<file path="config.mk">
export PLATFORM = sky130hd
export DESIGN_NAME = nib_field_alu
export DESIGN_NICKNAME = d
export VERILOG_FILES = /design/src/rtl/nib_field_alu.sv
export SDC_FILE = /design/constraint.sdc
export NUM_CORES = 1
export LEC_CHECK = 0
export CAP_MARGIN = 20
export CELL_PAD_IN_SITES_DETAIL_PLACEMENT = 1
export CELL_PAD_IN_SITES_GLOBAL_PLACEMENT = 2
export CORE_AREA = 2 2 230 232
export CTS_CLUSTER_DIAMETER = 150
export DETAILED_ROUTE_END_ITERATION = 6
export DIE_AREA = 0 0 232 234
export PLACE_DENSITY_LB_ADDON = 0.1
export REMOVE_ABC_BUFFERS = 1
export SLEW_MARGIN = 20
export SYNTH_ARGS = -nofsm -noshare
export SYNTH_HDL_FRONTEND = slang
export SYNTH_SLANG_ARGS = --single-unit
</file>
<file path="constraint.sdc">
create_clock -name clk -period 10.6 [get_ports clk]
set_clock_uncertainty 0.1 [all_clocks]
set_input_delay 1.06 -clock clk [delete_from_list [all_inputs] [get_ports clk]]
set_output_delay 1.06 -clock clk [all_outputs]
set_load 0.005 [all_outputs]
</file>
<file path="src/rtl/nib_field_alu.sv">
`timescale 1ns/1ps
module nib_field_alu #(
  parameter int NREG   = 8,
  parameter int DIGITS = 14,
  localparam int RW = $clog2(NREG),
  localparam int PW = $clog2(DIGITS)
) (
  input  logic          clk,
  input  logic          rst_n,
  input  logic          start,
  input  logic [2:0]    op,
  input  logic [RW-1:0] src,
  input  logic [RW-1:0] dst,
  input  logic [PW-1:0] fstart,
  input  logic [PW-1:0] fend,
  input  logic          start_from_ptr,
  input  logic          end_from_ptr,
  input  logic [PW-1:0] ptr,
  input  logic [3:0]    imm,
  output logic          busy,
  output logic          done,
  output logic          carry,
  output logic          wr_valid,
  output logic [RW-1:0] wr_reg,
  output logic [PW-1:0] wr_pos,
  output logic [3:0]    wr_digit
);
  localparam int DEPTH = NREG * DIGITS;
  localparam int AW = $clog2(DEPTH);
  localparam logic [PW-1:0] LAST = PW'(DIGITS - 1);
  localparam logic [2:0] OP_ADD = 3'd1, OP_SUB = 3'd2, OP_CLR = 3'd3,
                         OP_XCH = 3'd4, OP_LOAD = 3'd5;

  typedef enum logic [2:0] {S_IDLE, S_RDA, S_RDB, S_WR, S_WR2} st_t;
  st_t st;

  logic [3:0]    mem [DEPTH];
  logic [2:0]    op_q;
  logic [RW-1:0] src_q, dst_q;
  logic [PW-1:0] pos, hi_q;
  logic [3:0]    imm_q, a_q, b_q, res;
  logic          cy_q, cy_n;

  logic [PW-1:0] lo_raw, hi_raw, lo_c, hi_c;
  assign lo_raw = start_from_ptr ? ptr : fstart;
  assign hi_raw = end_from_ptr ? ptr : fend;
  assign lo_c   = (lo_raw > LAST) ? LAST : lo_raw;
  assign hi_c   = (hi_raw > LAST) ? LAST : hi_raw;

  logic [RW-1:0] sel_reg;
  logic [AW-1:0] addr;
  assign sel_reg = (st == S_RDA || st == S_WR2) ? src_q : dst_q;
  assign addr    = AW'(sel_reg) * AW'(DIGITS) + AW'(pos);

  logic [4:0] sum, dif;
  assign sum = {1'b0, b_q} + {1'b0, a_q} + {4'd0, cy_q};
  assign dif = {1'b0, b_q} - {1'b0, a_q} - {4'd0, cy_q};

  always_comb begin
    cy_n = 1'b0;
    case (op_q)
      OP_ADD: begin
        cy_n = sum > 5'd9;
        res  = cy_n ? 4'(sum + 5'd6) : sum[3:0];
      end
      OP_SUB: begin
        cy_n = dif[4];
        res  = cy_n ? 4'(dif + 5'd10) : dif[3:0];
      end
      OP_CLR:  res = 4'd0;
      OP_LOAD: res = imm_q;
      default: res = a_q;
    endcase
  end

  assign busy     = (st != S_IDLE);
  assign wr_valid = (st == S_WR) || (st == S_WR2);
  assign wr_reg   = sel_reg;
  assign wr_pos   = pos;
  assign wr_digit = (st == S_WR2) ? b_q : res;

  always_ff @(posedge clk)
    if (wr_valid) mem[addr] <= wr_digit;

  always_ff @(posedge clk) begin
    if (!rst_n) begin
      st <= S_IDLE; done <= 1'b0; carry <= 1'b0; cy_q <= 1'b0;
      op_q <= '0; src_q <= '0; dst_q <= '0; pos <= '0; hi_q <= '0;
      imm_q <= '0; a_q <= '0; b_q <= '0;
    end else begin
      done <= 1'b0;
      case (st)
        S_IDLE: if (start) begin
          op_q <= op; src_q <= src; dst_q <= dst; imm_q <= imm;
          pos <= lo_c; hi_q <= (hi_c < lo_c) ? lo_c : hi_c;
          cy_q <= 1'b0; st <= S_RDA;
        end
        S_RDA: begin a_q <= mem[addr]; st <= S_RDB; end
        S_RDB: begin b_q <= mem[addr]; st <= S_WR; end
        S_WR: begin
          cy_q <= cy_n;
          if (op_q == OP_XCH) st <= S_WR2;
          else if (pos == hi_q) begin st <= S_IDLE; done <= 1'b1; carry <= cy_n; end
          else begin pos <= pos + 1'b1; st <= S_RDA; end
        end
        S_WR2: begin
          if (pos == hi_q) begin st <= S_IDLE; done <= 1'b1; carry <= cy_q; end
          else begin pos <= pos + 1'b1; st <= S_RDA; end
        end
        default: st <= S_IDLE;
      endcase
    end
  end
endmodule


</file>
After elaboration in Yosys (flattened, before gate mapping) --
Memory sizes are Yosys's and may differ from the RTL's. Cells that the tools add are included.
Storage, ports and cells: input port bits 30, register bits 35, memories kept 1, output and inout bits 15, logic and storage cells 81, bits in writable memories 448
Cells by class: $add $sub $neg 8, reductions and logical operators 11, multipliers 1, mux-type cells 30, equality and inequality tests 14, magnitude comparators 4
Memory list:
- mem | depth 112, bits a word 4, rd ports 1, clocked after Yosys merged registers in 0, write ports 1, RTL line 37 | logic [3:0] mem [DEPTH];
Operators by type and width (number):
- $mux W4 | 11
- $pmux W4 S4 | 1
- $pmux W3 S5 | 1
- $eq A3 B2 Y1 const B | 4
- $pmux W4 S3 | 1
- $eq A3 B3 Y1 const B | 3
- $mux W1 | 9
- $mux W3 | 3
- $gt A4 B4 Y1 const B | 2
- $pmux W1 S2 | 4
- $add A7 B4 Y7 | 1
- $eq A3 B1 Y1 const B | 2
- $mul A3 B3 Y6 const B | 1
- $reduce_bool A3 Y1 | 2
- $add A4 B4 Y5 | 1
- $add A5 B1 Y5 | 1
- $gt A5 B4 Y1 const B | 1
- $sub A4 B4 Y5 | 1
- $sub A5 B1 Y5 | 1
- $add A4 B1 Y4 const B | 1
- $add A4 B3 Y4 const B | 1
- $add A4 B4 Y4 const B | 1
- $eq A4 B4 Y1 | 1
- $lt A4 B4 Y1 | 1
- 8 further kinds | 13

Longest topological paths before layout --
depth in word-level cells 7, gate-level depth with buffers 21, gate-level depth less buffers 15

Worst setup path after synthesis --
OpenSTA, ideal clock, no wires.
kind flip-flop to flip-flop, from reg a_q[0] (read register of mem), to mem mem[0][1] (data pin), cell stages (with the launch flop) 11, buffers on the path 0, setup time 1.093 ns, setup slack 2.455 ns, arrival time 6.952 ns, data required time 9.407 ns, period minus slack after synthesis 8.145 ns, cell sequence dfxtp_1 > fa_1 > fa_1 > xor2_1 > ha_1 > nand2_1 > o21ai_0 > o21ai_0 > xnor2_1 > o32a_1 > o21ai_0
On the way: cells in the longest elaborated chain, start to end 6, elaborated cells between the ends (all ways) 11, those cells by class 6 x add/sub; 1 x order compare; 4 x mux
RTL lines:
- from (decl) | RTL line 41 | logic [3:0] imm_q, a_q, b_q, res;
- $sub A4 B4 Y5 / $add A4 B4 Y5 (equally long branches) | RTL line 57, 56
- $sub A5 B1 Y5 / $add A5 B1 Y5 (equally long branches) | RTL line 57, 56
- $add A4 B4 Y4, or another cell as far along | RTL line 68 | res = cy_n ? 4'(dif + 5'd10) : dif[3:0];
- $mux W4 (on tied branches) | RTL line 68, 64
- $pmux W4 S4 (*) | RTL line 61 | case (op_q)
- $mux W4 (*) | RTL line 80 | assign wr_digit = (st == S_WR2) ? b_q : res;
- named net wr_digit[1] | RTL line 26 | output logic [3:0] wr_digit
- to (decl) | RTL line 37
The timed path passes the listed nets; every way through them passes the cells marked *.

Worst setup path after layout --
from reg st[0], to reg a_q[1] (read register of mem)
On the way: cells in the longest elaborated chain, start to end 6, elaborated cells between the ends (all ways) 7, those cells by class 1 x add/sub; 1 x mul; 2 x eq/ne; 1 x mux; 1 x reduce/logical; 1 x memory
RTL lines:
- from (decl) | RTL line 35 | st_t st;
- from (signal assigned) | RTL line 87 | st <= S_IDLE; done <= 1'b0; carry <= 1'b0; cy_q <= 1'b0;
- from (signal assigned) | RTL line 96 | cy_q <= 1'b0; st <= S_RDA;
- from (signal assigned) | RTL line 98 | S_RDA: begin a_q <= mem[addr]; st <= S_RDB; end
- $eq A3 B1 Y1 / $eq A3 B3 Y1 (equally long branches) | RTL line 52, 92
- $logic_or A1 B1 Y1 | RTL line 52 | assign sel_reg = (st == S_RDA || st == S_WR2) ? src_q : dst_q;
- $mux W3 | RTL line 52
- $mul A3 B3 Y6 | RTL line 53 | assign addr = AW'(sel_reg) * AW'(DIGITS) + AW'(pos);
- $add A7 B4 Y7 | RTL line 53
- $mem_v2 Z112 W4
Several ways; a longest one is shown, not always the timed one. A chain may end at the register's enable or synchronous reset.

==> out/qor.yml <==
power_leakage_nw: 7.534
synth_common_cells: "edfxtp_1 (448), nor2_1 (139), mux4_2 (113), nand2_1 (96), mux2i_1 (49)"
rr_worst_depth: 16
yosysTopAreaCell: "edfxtp_1"
fmax_mhz: 161.4
cp-end-kind: "register"
die_h_um: 234
final_antenna_net_count: 0
cts_tree: "built"
firstDrtPassIters: 4
yosysMostFrequentCell: "edfxtp_1"
dpl.cell_count: 1919
final_util_pct: 45.15
placed_area_sq_um: 21840
hp-class: "reg -> reg"
grt_pass1_vias: 11830
cts_hold_buf: 0
place_congestion: 0.7376
synthToLayoutAreaGrowth_pct: 14.04
synth_area_leaders: "edfxtp_1 (65%), mux4_2 (12%), dfxtp_1 (3.4%)"
n_antenna_cell: 0
ctsResizeCount: 0
ys_seq_area_share_pct: 68.71
post-place-ws_ns: 4.366
wirelength_um: 52720
worstSkewPairLatency_ns: 0.60
finalCriticalPeriod_ns: 6.198
track_usage_pct: 19.98
boundaryPins: 45
min_to: "imm_q[1]"
synth_area_per_cell_sq_um: 16.83
vias: 10920
worstMarginPinSlew_ns: 1.110
drc: 0
max-cap-violations: 0
coreArea_sq_um: 52020
drt_iter0_drc: 705
ys.flop_type: "edfxtp_1"
design_area_sq_um: 23490
rows: 84
cts.sinks: 483
initial_core_util_pct: 39.60
finalWorstSetupSlack_ns: 4.402
synthCells: 1224
portBuffers: 44
synth.distinct_cells: 65
regToRegStartpoint: "st[0]"
cp_max_fo: 51
instances_no_fill: 2015
grt-ovfl-total: 0
p_total_mw: 5.115
postCtsSetupBuffers: 0
worst_hold_slack_ns: 0.3731
min-delay-start: "imm_q[1]"
synthArstFlopShare_pct: 0
rsz0062_at_grt: "no"
slew_viol_final: 0
relSlewSlack_pct: 25.85
ys_seq_elements: 483
nNetsFinal: 1348
dp_hpwl_um: 32650
critPathArrivalTime_ns: 6.62
grt_max_degree: 83
regToRegEndpoint: "a_q[1]"
hold_viol: 0
num-fill-cells: 5002
grt_antenna_before_repair: 0
path_clk_slew_ns: 0.06
hold_path_depth: 2
cts_buffer_depth: 3
syn_area_sq_um: 20600
wl_per_cell_um: 26.16
cp_data_required_time_ns: 11.03
outcome: "finished clean"
synth_warnings: 0
dieArea_sq_um: 54290
drive_gt1_share_pct: 18.54
min_period_over_period_pct: 58.47
synth-edff-count: 448
ir_drop_uv: 142.1
vias_per_cell: 5.419
grt_pass1_wl_um: 79570
die_w_um: 232
setup_tns_ns: 0
regToRegSetupSlack_ns: 4.40
start_kind: "register"
cts_root_buf: "clkbuf_16"
htree_levels: 2
synth.top_cell.area_share_pct: 65.31
finalSetupViolCount: 0
path_class: "reg -> reg"
cts_buffers: 53
cellPowerDensity_nw_per_um2: 217.7
report_power, final:
group / total, mW / leakage, nW / internal, mW / switching [mW]
clock: 1.76 / 0.795 / 1.01 / 0.749
combinational: 1.10 / 2.36 / 0.409 / 0.694
sequential: 2.26 / 4.38 / 2.23 / 0.0253
total: 5.11 / 7.53 / 3.65 / 1.47
cell usage in the layout (no fill, tap or decap), types with 3 or more instances in the layout:
cell and instances:
a2111oi_0 4, a211oi_1 5, a21boi_0 16, a21oi_1 21, a22oi_1 9, a31oi_1 6, and2_1 8, buf_4 25
bufinv_16 3, clkbuf_1 11, clkbuf_16 53, clkbuf_8 3, clkdlybuf4s50_1 44, clkinv_1 14, clkinv_2 9, dfxtp_1 34
edfxtp_1 448, fa_1 7, ha_1 22, inv_1 22, mux2_2 17, mux2i_1 49, mux4_2 113, nand2_1 94
nand2b_1 3, nand3_1 15, nand4_1 7, nor2_1 139, nor2b_1 10, nor3_1 3, nor3b_1 3, o211ai_1 3
o21ai_0 26, o22ai_1 9, or3_1 3, xnor2_1 8, xor2_1 8
layer usage:
metal	vias up	GRT usage (%)	part of all wire, %
li1	4925	-	-
met4	0	5.329	2.5
met1	5711	27.69	46
met3	76	3.405	4.1
met2	208	32.78	48
met5	-	0	0
how the worst max path moves through the flow:
| stage | cells past startpoint | startpoint | slack, ns | end |
|---|---|---|---|---|
| floorplan | 10 | a_q[0] | 2.45 | mem[0][1] |
| global placement | 12 | st[0] | 4.50 | mem[27][1] |
| detailed placement | 12 | st[0] | 4.37 | mem[50][3] |
| CTS | 12 | st[0] | 4.35 | mem[50][2] |
| global route | 16 | st[1] | 4.02 | a_q[1] |
| finish | 16 | st[0] | 4.40 | a_q[1] |
kinds of logic after synthesis:
kind of cell / share of synthesized area (%)
AND/OR/NAND/NOR: 6.122
XOR/XNOR: 0.9111
AO/OA/AOI/OAI: 4.282
flip-flops: 68.71
multiplexers: 15.74
buffers and inverters: 2.065
adder cells (fa/ha/maj): 2.174
sequential cells by signal, summed over array words and instances, names as in the netlist, 4 cells and up:
name    count
imm_q       4
hi_q        4
mem       448
a_q         4
wr_pos      4
b_q         4
area by class of cell:
cell class | count | area (sq um) | area share [%]
Clock buffer | 67 | 1409 | 5.997
Clock inverter | 28 | 215.2 | 0.9161
Inverter | 24 | 90.09 | 0.3835
Multi-Input combinational cell | 655 | 6103 | 25.98
Sequential cell | 483 | 14160 | 60.27
Tap cell | 688 | 860.8 | 3.664
Timing Repair Buffer | 70 | 655.6 | 2.791
critical path: stages, from the launching register on:
cell	delay (ns)
dfxtp_1	0.44
nor2_1	0.08
and2_1	0.27
nor2_1	0.32
mux2i_1	0.52
inv_1	0.20
ha_1	0.35
inv_1	0.06
fa_4	1.12
buf_4	0.71
mux4_2	0.35
nor2_1	0.04
a2111oi_0	0.69
o22ai_1	0.25
nand3_1	0.16
nand4_1	0.20
a21oi_1	0.19
Power figures use the tool's default switching activity.
